--- config.mk ---
export PLATFORM = sky130hd
export DESIGN_NAME = bridge_window_decoder
export DESIGN_NICKNAME = d
export VERILOG_FILES = /design/src/rtl/bwd_pkg.sv /design/src/rtl/bwd_window_build.sv /design/src/rtl/bwd_range_match.sv /design/src/rtl/bwd_vga_match.sv /design/src/rtl/bridge_window_decoder.sv
export SDC_FILE = /design/constraint.sdc
export NUM_CORES = 1
export LEC_CHECK = 0
export ABC_AREA = 1
export CORE_ASPECT_RATIO = 1.25
export CORE_UTILIZATION = 40
export CTS_BUF_LIST = sky130_fd_sc_hd__clkbuf_16
export DETAILED_ROUTE_END_ITERATION = 8
export PLACE_DENSITY_LB_ADDON = 0.08
export SETUP_SLACK_MARGIN = 0.05
export SYNTH_ARGS = -nofsm -noshare
export SYNTH_HDL_FRONTEND = slang
export SYNTH_HIERARCHICAL = 1
export SYNTH_SLANG_ARGS = --single-unit
--- constraint.sdc ---
create_clock -name clk -period 2.75 [get_ports clk]
set_clock_uncertainty 0.2 [all_clocks]
set_input_delay 0.55 -clock clk [delete_from_list [all_inputs] [get_ports clk]]
set_output_delay 0.55 -clock clk [all_outputs]
set_load 0.02 [all_outputs]
--- src/rtl/bwd_pkg.sv ---
package bwd_pkg;

    localparam int ADDR_W        = 64;
    localparam int IO_FILL_BITS  = 12;
    localparam int MEM_FILL_BITS = 20;
    localparam int NUM_WIN       = 3;
    localparam int NUM_HIT       = NUM_WIN + 1;

    typedef logic [ADDR_W-1:0] addr_t;

    typedef enum logic [1:0] {
        WIN_IO  = 2'd0,
        WIN_MEM = 2'd1,
        WIN_PF  = 2'd2,
        WIN_VGA = 2'd3
    } win_e;

    typedef struct packed {
        addr_t lo;
        addr_t hi;
    } span_t;

    localparam addr_t VGA_MEM_LO = addr_t'(64'h000A_0000);
    localparam addr_t VGA_MEM_HI = addr_t'(64'h000B_FFFF);
    localparam addr_t VGA_IO1_LO = addr_t'(64'h0000_03B0);
    localparam addr_t VGA_IO1_HI = addr_t'(64'h0000_03BB);
    localparam addr_t VGA_IO2_LO = addr_t'(64'h0000_03C0);
    localparam addr_t VGA_IO2_HI = addr_t'(64'h0000_03DF);

    function automatic addr_t io_edge(logic [7:0] field, logic [15:0] upper, logic fill);
        addr_t a;
        a = '0;
        a[15:12] = field[7:4];
        if (field[0]) a[31:16] = upper;
        if (fill) a[IO_FILL_BITS-1:0] = '1;
        return a;
    endfunction

    function automatic addr_t mem_edge(logic [15:0] field, logic fill);
        addr_t a;
        a = '0;
        a[31:20] = field[15:4];
        if (fill) a[MEM_FILL_BITS-1:0] = '1;
        return a;
    endfunction

    function automatic addr_t pf_edge(logic [15:0] field, logic [31:0] upper, logic fill);
        addr_t a;
        a = mem_edge(field, fill);
        if (field[0]) a[63:32] = upper;
        return a;
    endfunction

    function automatic logic in_span(addr_t a, addr_t lo, addr_t hi);
        return (a >= lo) && (a <= hi);
    endfunction

    function automatic logic [NUM_HIT-1:0] pick_one(logic [NUM_HIT-1:0] raw);
        logic [NUM_HIT-1:0] r;
        r = '0;
        for (int i = NUM_HIT - 1; i >= 0; i--) begin
            if (raw[i] && (r == '0)) r[i] = 1'b1;
        end
        return r;
    endfunction

endpackage

--- src/rtl/bwd_window_build.sv ---
module bwd_window_build
    import bwd_pkg::*;
(
    input  logic [7:0]              io_base_reg,
    input  logic [7:0]              io_limit_reg,
    input  logic [15:0]             io_base_upper,
    input  logic [15:0]             io_limit_upper,
    input  logic [15:0]             mem_base_reg,
    input  logic [15:0]             mem_limit_reg,
    input  logic [15:0]             pf_base_reg,
    input  logic [15:0]             pf_limit_reg,
    input  logic [31:0]             pf_base_upper,
    input  logic [31:0]             pf_limit_upper,
    input  logic                    cmd_io_en,
    input  logic                    cmd_mem_en,
    output span_t [NUM_WIN-1:0]     spans,
    output logic  [NUM_WIN-1:0]     span_on
);

    logic [NUM_WIN-1:0] space_on;

    always_comb begin
        spans[WIN_IO].lo  = io_edge(io_base_reg,  io_base_upper,  1'b0);
        spans[WIN_IO].hi  = io_edge(io_limit_reg, io_limit_upper, 1'b1);
        spans[WIN_MEM].lo = mem_edge(mem_base_reg,  1'b0);
        spans[WIN_MEM].hi = mem_edge(mem_limit_reg, 1'b1);
        spans[WIN_PF].lo  = pf_edge(pf_base_reg,  pf_base_upper,  1'b0);
        spans[WIN_PF].hi  = pf_edge(pf_limit_reg, pf_limit_upper, 1'b1);
        space_on[WIN_IO]  = cmd_io_en;
        space_on[WIN_MEM] = cmd_mem_en;
        space_on[WIN_PF]  = cmd_mem_en;
    end

    // A window is live only when its space is enabled and it is not inverted.
    for (genvar w = 0; w < NUM_WIN; w++) begin : g_on
        assign span_on[w] = space_on[w] && (spans[w].hi >= spans[w].lo);
    end

endmodule

--- src/rtl/bwd_range_match.sv ---
module bwd_range_match
    import bwd_pkg::*;
#(
    parameter int N = NUM_WIN
) (
    input  addr_t              addr,
    input  span_t [N-1:0]      spans,
    input  logic  [N-1:0]      span_on,
    output logic  [N-1:0]      hit
);

    for (genvar w = 0; w < N; w++) begin : g_cmp
        assign hit[w] = span_on[w] && in_span(addr, spans[w].lo, spans[w].hi);
    end

endmodule

--- src/rtl/bwd_vga_match.sv ---
module bwd_vga_match
    import bwd_pkg::*;
(
    input  addr_t addr,
    input  logic  is_io,
    input  logic  vga_en,
    input  logic  cmd_io_en,
    input  logic  cmd_mem_en,
    output logic  vga_hit
);

    logic io_in, mem_in;

    always_comb begin
        io_in  = in_span(addr, VGA_IO1_LO, VGA_IO1_HI) || in_span(addr, VGA_IO2_LO, VGA_IO2_HI);
        mem_in = in_span(addr, VGA_MEM_LO, VGA_MEM_HI);
        if (!vga_en)  vga_hit = 1'b0;
        else if (is_io) vga_hit = cmd_io_en && io_in;
        else            vga_hit = cmd_mem_en && mem_in;
    end

endmodule

--- src/rtl/bridge_window_decoder.sv ---
module bridge_window_decoder
    import bwd_pkg::*;
(
    input  logic                clk,
    input  logic                rst,
    input  logic [7:0]          io_base_reg,
    input  logic [7:0]          io_limit_reg,
    input  logic [15:0]         io_base_upper,
    input  logic [15:0]         io_limit_upper,
    input  logic [15:0]         mem_base_reg,
    input  logic [15:0]         mem_limit_reg,
    input  logic [15:0]         pf_base_reg,
    input  logic [15:0]         pf_limit_reg,
    input  logic [31:0]         pf_base_upper,
    input  logic [31:0]         pf_limit_upper,
    input  logic                cmd_io_en,
    input  logic                cmd_mem_en,
    input  logic                vga_en,
    input  logic                req_valid,
    input  logic                req_is_io,
    input  logic [ADDR_W-1:0]   req_addr,
    output logic                rsp_valid,
    output logic                rsp_fwd,
    output logic [NUM_HIT-1:0]  rsp_hit
);

    span_t [NUM_WIN-1:0] spans;
    logic  [NUM_WIN-1:0] span_on;
    logic  [NUM_WIN-1:0] win_hit;
    logic                vga_hit;
    logic  [NUM_HIT-1:0] raw_hit;
    logic  [NUM_HIT-1:0] sel_hit;

    bwd_window_build u_build (
        .io_base_reg    (io_base_reg),
        .io_limit_reg   (io_limit_reg),
        .io_base_upper  (io_base_upper),
        .io_limit_upper (io_limit_upper),
        .mem_base_reg   (mem_base_reg),
        .mem_limit_reg  (mem_limit_reg),
        .pf_base_reg    (pf_base_reg),
        .pf_limit_reg   (pf_limit_reg),
        .pf_base_upper  (pf_base_upper),
        .pf_limit_upper (pf_limit_upper),
        .cmd_io_en      (cmd_io_en),
        .cmd_mem_en     (cmd_mem_en),
        .spans          (spans),
        .span_on        (span_on)
    );

    bwd_range_match #(.N(NUM_WIN)) u_match (
        .addr    (req_addr),
        .spans   (spans),
        .span_on (span_on),
        .hit     (win_hit)
    );

    bwd_vga_match u_vga (
        .addr       (req_addr),
        .is_io      (req_is_io),
        .vga_en     (vga_en),
        .cmd_io_en  (cmd_io_en),
        .cmd_mem_en (cmd_mem_en),
        .vga_hit    (vga_hit)
    );

    // Space qualification: I/O requests see only the I/O window, memory
    // requests see only the two memory windows.
    always_comb begin
        raw_hit          = '0;
        raw_hit[WIN_IO]  = win_hit[WIN_IO]  &&  req_is_io;
        raw_hit[WIN_MEM] = win_hit[WIN_MEM] && !req_is_io;
        raw_hit[WIN_PF]  = win_hit[WIN_PF]  && !req_is_io;
        raw_hit[WIN_VGA] = vga_hit;
        sel_hit          = pick_one(raw_hit);
    end

    always_ff @(posedge clk) begin
        if (rst) begin
            rsp_valid <= 1'b0;
            rsp_fwd   <= 1'b0;
            rsp_hit   <= '0;
        end else begin
            rsp_valid <= req_valid;
            rsp_fwd   <= req_valid && (raw_hit != '0);
            rsp_hit   <= req_valid ? sel_hit : '0;
        end
    end

    assert_hit_onehot_R8: assert property (@(posedge clk) disable iff (rst)
        $onehot0(rsp_hit) && (rsp_fwd == (rsp_hit != '0)));

    assert_rsp_follows_req_R9: assert property (@(posedge clk) disable iff (rst)
        req_valid |=> rsp_valid);

    assert_idle_quiet_R9: assert property (@(posedge clk) disable iff (rst)
        !rsp_valid |-> (!rsp_fwd && rsp_hit == '0));

    assert_mem_req_no_io_R7: assert property (@(posedge clk) disable iff (rst)
        (req_valid && !req_is_io) |=> !rsp_hit[WIN_IO]);

    assert_io_req_no_mem_R7: assert property (@(posedge clk) disable iff (rst)
        (req_valid && req_is_io) |=> (!rsp_hit[WIN_MEM] && !rsp_hit[WIN_PF]));

    assert_mem_disabled_R5: assert property (@(posedge clk) disable iff (rst)
        (req_valid && !cmd_mem_en) |=> (!rsp_hit[WIN_MEM] && !rsp_hit[WIN_PF]));

    assert_io_disabled_R5: assert property (@(posedge clk) disable iff (rst)
        (req_valid && !cmd_io_en) |=> !rsp_hit[WIN_IO]);

endmodule

Word-level counts from Yosys, hierarchy flattened
Cells that the tools add are included.
W data, S select, Z words.
{"block": "totals", "ff_bits": 6, "in_bits": 247, "output_inout_bits": 6, "wordCells": 57}
{"block": "op_classes", "order_cmp": 15, "muxes": 10, "bitwise_logic": 2, "n_reduce_logical": 27}
{"operator": "$ge A64 B10 Y1 const B", "n": 2}
{"operator": "$ge A64 B32 Y1", "n": 2}
{"operator": "$ge A64 B64 Y1", "n": 2}
{"operator": "$le A64 B10 Y1 const B", "n": 2}
{"operator": "$le A64 B32 Y1", "n": 2}
{"operator": "$ge A32 B32 Y1", "n": 2}
{"operator": "$ge A64 B20 Y1 const B", "n": 1}
{"operator": "$le A64 B20 Y1 const B", "n": 1}
{"operator": "$le A64 B64 Y1", "n": 1}
{"operator": "$mux W32", "n": 2}
{"operator": "$mux W16", "n": 2}
{"operator": "$logic_and A1 B1 Y1", "n": 21}
{"operator": "$mux W1", "n": 6}
{"operator": "$reduce_bool A4 Y1", "n": 1}
{"operator": "$logic_not A3 Y1", "n": 1}
{"operator": "$logic_not A2 Y1", "n": 1}
{"operator": "$not A1 Y1", "n": 2}
{"operator": "$reduce_or A2 Y1", "n": 1}
{"operator": "$logic_not A1 Y1", "n": 1}
{"operator": "$logic_or A1 B1 Y1", "n": 1}

Longest topological paths before layout
{"block": "depth", "ltp_word": 16, "depth_mapped": 22, "depth_no_buf": 21}

By module
Netlist, hierarchy kept.
{"mod": "bwd_range_match", "instances": 1, "cells_each": 1663, "area_per_inst_um2": 10176.0, "seq_area_each_um2": 0.0}
{"mod": "bwd_window_build", "instances": 1, "cells_each": 772, "area_per_inst_um2": 4740.8, "seq_area_each_um2": 0.0}
{"mod": "bwd_vga_match", "instances": 1, "cells_each": 70, "area_per_inst_um2": 354.1, "seq_area_each_um2": 0.0}
{"mod": "bridge_window_decoder", "instances": 1, "cells_each": 24, "area_per_inst_um2": 195.2, "seq_area_each_um2": 120.1}

Worst setup path before layout
OpenSTA, ideal clock, no wires.
{"block": "synth_path", "path_type": "input-to-reg", "startpoint": "input io_limit_reg[0]", "endpoint": "register rsp_fwd", "setup_ns": 0.111, "arrival_ns": 2.464, "required_ns": 2.439, "path_slack_ns": -0.025, "path_stages": 20, "path_buffers": 2, "cell_sequence": "clkbuf_1 -> clkbuf_1 -> nand2_1 -> inv_1 -> inv_1 -> ha_1 -> nand2_1 -> nor2_1 -> and2_1 -> nand2_1 -> nor2_1 -> nand2_1 -> nand2_1 -> o21bai_1 -> a21oi_1 -> nor2_1 -> nand2_1 -> nand2_1 -> nor2_1 -> nor2_1"}
{"element": "from (decl)", "line": "bridge_window_decoder.sv:7", "rtl": "input logic [7:0] io_limit_reg,"}
{"element": "to (signal assigned)", "line": "bridge_window_decoder.sv:85", "rtl": "rsp_fwd <= req_valid && (raw_hit != '0);"}
{"element": "to (decl)", "line": "bridge_window_decoder.sv:23", "rtl": "output logic rsp_fwd,"}

Worst setup path in the final report
{"block": "layout_path", "startpoint": "input req_addr[39]", "endpoint": "register rsp_hit[1]"}
{"block": "layout_via", "elab_cells_between_ends": 31, "cone_classes": "order compare: 10; mux: 5; bitwise: 1; reduce/logical: 15"}
{"element": "from (decl)", "line": "bridge_window_decoder.sv:21", "rtl": "input logic [ADDR_W-1:0] req_addr,"}
{"element": "$ge A64 B32 Y1 / $le A64 B32 Y1 (equally long branches)", "line": "bwd_pkg.sv:55", "rtl": "return (a >= lo) && (a <= hi);"}
{"element": "$logic_and A1 B1 Y1 *", "line": "bwd_pkg.sv:55"}
{"element": "$logic_and A1 B1 Y1 *", "line": "bwd_range_match.sv:13", "rtl": "assign hit[w] = span_on[w] && in_span(addr, spans[w].lo, spans[w].hi);"}
{"element": "via win_hit[1]", "line": "bridge_window_decoder.sv:29", "rtl": "logic [NUM_WIN-1:0] win_hit;"}
{"element": "$logic_and A1 B1 Y1 *", "line": "bridge_window_decoder.sv:72", "rtl": "raw_hit[WIN_MEM] = win_hit[WIN_MEM] && !req_is_io;"}
{"element": "$logic_and A1 B1 Y1 *", "line": "bwd_pkg.sv:62", "rtl": "if (raw[i] && (r == '0)) r[i] = 1'b1;"}
{"element": "$mux W1 *", "line": "bwd_pkg.sv:62"}
{"element": "to (signal assigned)", "line": "bridge_window_decoder.sv:86", "rtl": "rsp_hit <= req_valid ? sel_hit : '0;"}
{"element": "to (decl)", "line": "bridge_window_decoder.sv:24", "rtl": "output logic [NUM_HIT-1:0] rsp_hit"}
Mark *: on every way through the listed nets, which the timed path passes. The rest lies on a longest branch.
A chain may end at the register's enable or synchronous reset.

==> metrics <==
nets@finish 3643; placed cell area 0.0187 mm2; Min Clock Period, post-route 2.67 ns; CP required between 2 and 3 ns; Clk Tree Root Cell clkbuf_16; worst hold slack 0.733 ns; initial antenna violation count 4; Via Count 15300; post-synthesis adder-cell area fraction 0.370; Rows 80; CP cell instances dlygate4sd2_1 -> buf_4 -> ha_1 -> nand2_1 -> nor2_2 -> nand4_1 -> nor3_2 -> nand2_1 -> nand2_1 -> nand2_1 -> nor2_2 -> nand2_2 -> or2_1 -> nor2_1; Seq cells post-synth 6; mux contribution to synthesized area 0; status complete, no violations; leak pwr 0.0120 uW; crit end category flop; fmax 0.375 GHz; synthesized-area fraction occupied by xor and xnor cells 0; largest net degree at the start of global routing 17; yosys warns 6; cts bufs inserted 3; Tcrit/Tclk final 0.970; Die Ht 222 um; hpwl dp 37.8 mm; ys async rst share 0; Post-Route Setup TNS 0 ns; post-synthesis compound-gate area fraction 0.104; critical path's largest stage delay 0.30 ns; Crit Path Class in2reg; final WL 44.0 mm; IO buf count between 200 and 250; largest family of logic cells by synthesized area adder cells; Final Hold Viols 0; layout cells sized above 1 0.235; gpl congestion 0.861; Post-synth top flop dfxtp_1; Antenna Nets Post-Route 0; Max-Cap Viols 0; Top Ports 253; Slew Viols, Final 0; Post-Syn Instances 2529; DRC 0; post-place setup slack -0.759 ns; first-pass GRT wire length 69.8 mm; DR vias/cell roughly 4.5; total track usage 0.219; area grow syn2layout 36.3%; clk sinks 6; Finished Layout Cells 3433; Clock Tree Buf Depth 2; TritonCTS clock tree yes; CP max stage cell ha_1; die area between 0.03 and 0.04 mm2; crit path DAT 2.63 ns; RSZ-0062 raised after global routing yes; Design Area, Final 0.0211 mm2; CP Max Fanout 5; Worst-path clk slew 0.04 ns; Core ar. 0.0381 mm2; Worst Hold Class in2reg; vias in the first global route 15400; Mapped Area 0.0155 mm2; area share of and/or/nand/nor cells after synthesis 0.226; CP startpoint kind primary input; Crit. Startpoint req_addr[39]; total grt overflow 0; CP dominant cell by count nand2_1; initial drt markers between 300 and 400; drt pass-1 iters 5; final setup vio count 0; syn_area_per_cell 6.12 um2; initial core utilization 0.406; H-Tree Depth 1; cts hold-fix bufs 0; post-synthesis sequential area ratio 0.00777; hold path startpoint req_valid; count of flip-flops with a built-in enable after synthesis 0; Yosys cell types 35; pwr/cell area about 160 mW/mm2; WL per Instance around 13 um; Max VDD drop between 150 and 200 uV; Final WS setup between 0.08 and 0.09 ns; Inst Count DP between 3000 and 4000; Die X-Extent 178 um
-- worst max-delay path, delay by kind of cell --
kind / cells / cell delay, ns
simple gates: 11 / 1.33
buf+inv: 2 / 0.45
fa+ha+maj: 1 / 0.30
-- per-stage QoR --
| step | total power [uW] | util |
|---|---|---|
| after floorplan | 1780 | - |
| after global placement | 2530 | 0.489 |
| after detailed placement | 2600 | 0.489 |
| after CTS | 3020 | 0.518 |
| after global routing | 3730 | 0.553 |
| final | 3290 | 0.553 |
-- metal layers --
metal	global-route usage	up-vias	wire, um
met5	0	-	0
met4	0.0709	0	1480
met3	0.0106	60	1050
met2	0.433	258	23300
met1	0.241	6800	18200
li1	-	8192	-
-- power by group --
group,switching [uW],internal [uW]
combinational,1560,1410
clock,54.4,187
sequential,0.744,89.1
-- timing repair --
action,4_1_cts,5_1_grt
gates cloned,5,1
setup endpoints to repair,4,4
buffers inserted,16,12
gates resized for setup,360,339
pin swaps,173,167
-- registers in the layout, indices dropped and copies added, names as in the netlist --
signal     count
rsp_fwd        1
rsp_hit        4
rsp_valid      1
-- cells in the final DEF (no fill, tap or decap), types with 90 or more instances in the layout --
| master | synthesis | layout |
|---|---|---|
| ha_4 | 0 | 91 |
| ha_1 | 457 | 366 |
| buf_4 | 288 | 209 |
| inv_1 | 607 | 509 |
| a21oi_1 | 212 | 181 |
| conb_1 | 2 | 232 |
| nand2_1 | 572 | 468 |
| inv_2 | 5 | 101 |
| nor2_1 | 171 | 118 |
| nand2_2 | 4 | 90 |
-- layout make-up --
type,count,area (um2)
timing repair buffer,473,4300
inverter,614,2310
multi-input combinational,1841,13700
tap,492,616
antenna,4,10.0
clock buffer,3,75.1
sequential,6,120
fill,3860,17100
-- logic make-up (layout without fill, tap and decap cells) --
group | after synthesis | after routing
DFF | 6 | 6
and+or+nand+nor | 852 | 852
buffers and inverters | 912 | 1090
other | 2 | 236
adders and majority gates | 457 | 457
AOI/OAI and AO/OA | 300 | 300
-- final timing paths --
kind / end / slack (ns) / cells after the start
worst max-delay path: rsp_hit[1] / 0.08 / 14
worst min-delay path: rsp_valid / 0.73 / 3
-- cell usage after synthesis, types with 10 or more instances --
cell type	n	area (um2)
nor2_1	171	642
ha_1	457	5720
nor2_2	10	62.6
nand3_1	31	155
nand4_1	38	238
o21a_1	23	173
buf_4	288	2160
inv_1	607	2280
a21oi_1	212	1060
o21ai_0	38	190
nand2_1	572	2150
Note: power is estimated with default switching activity, not from simulation.
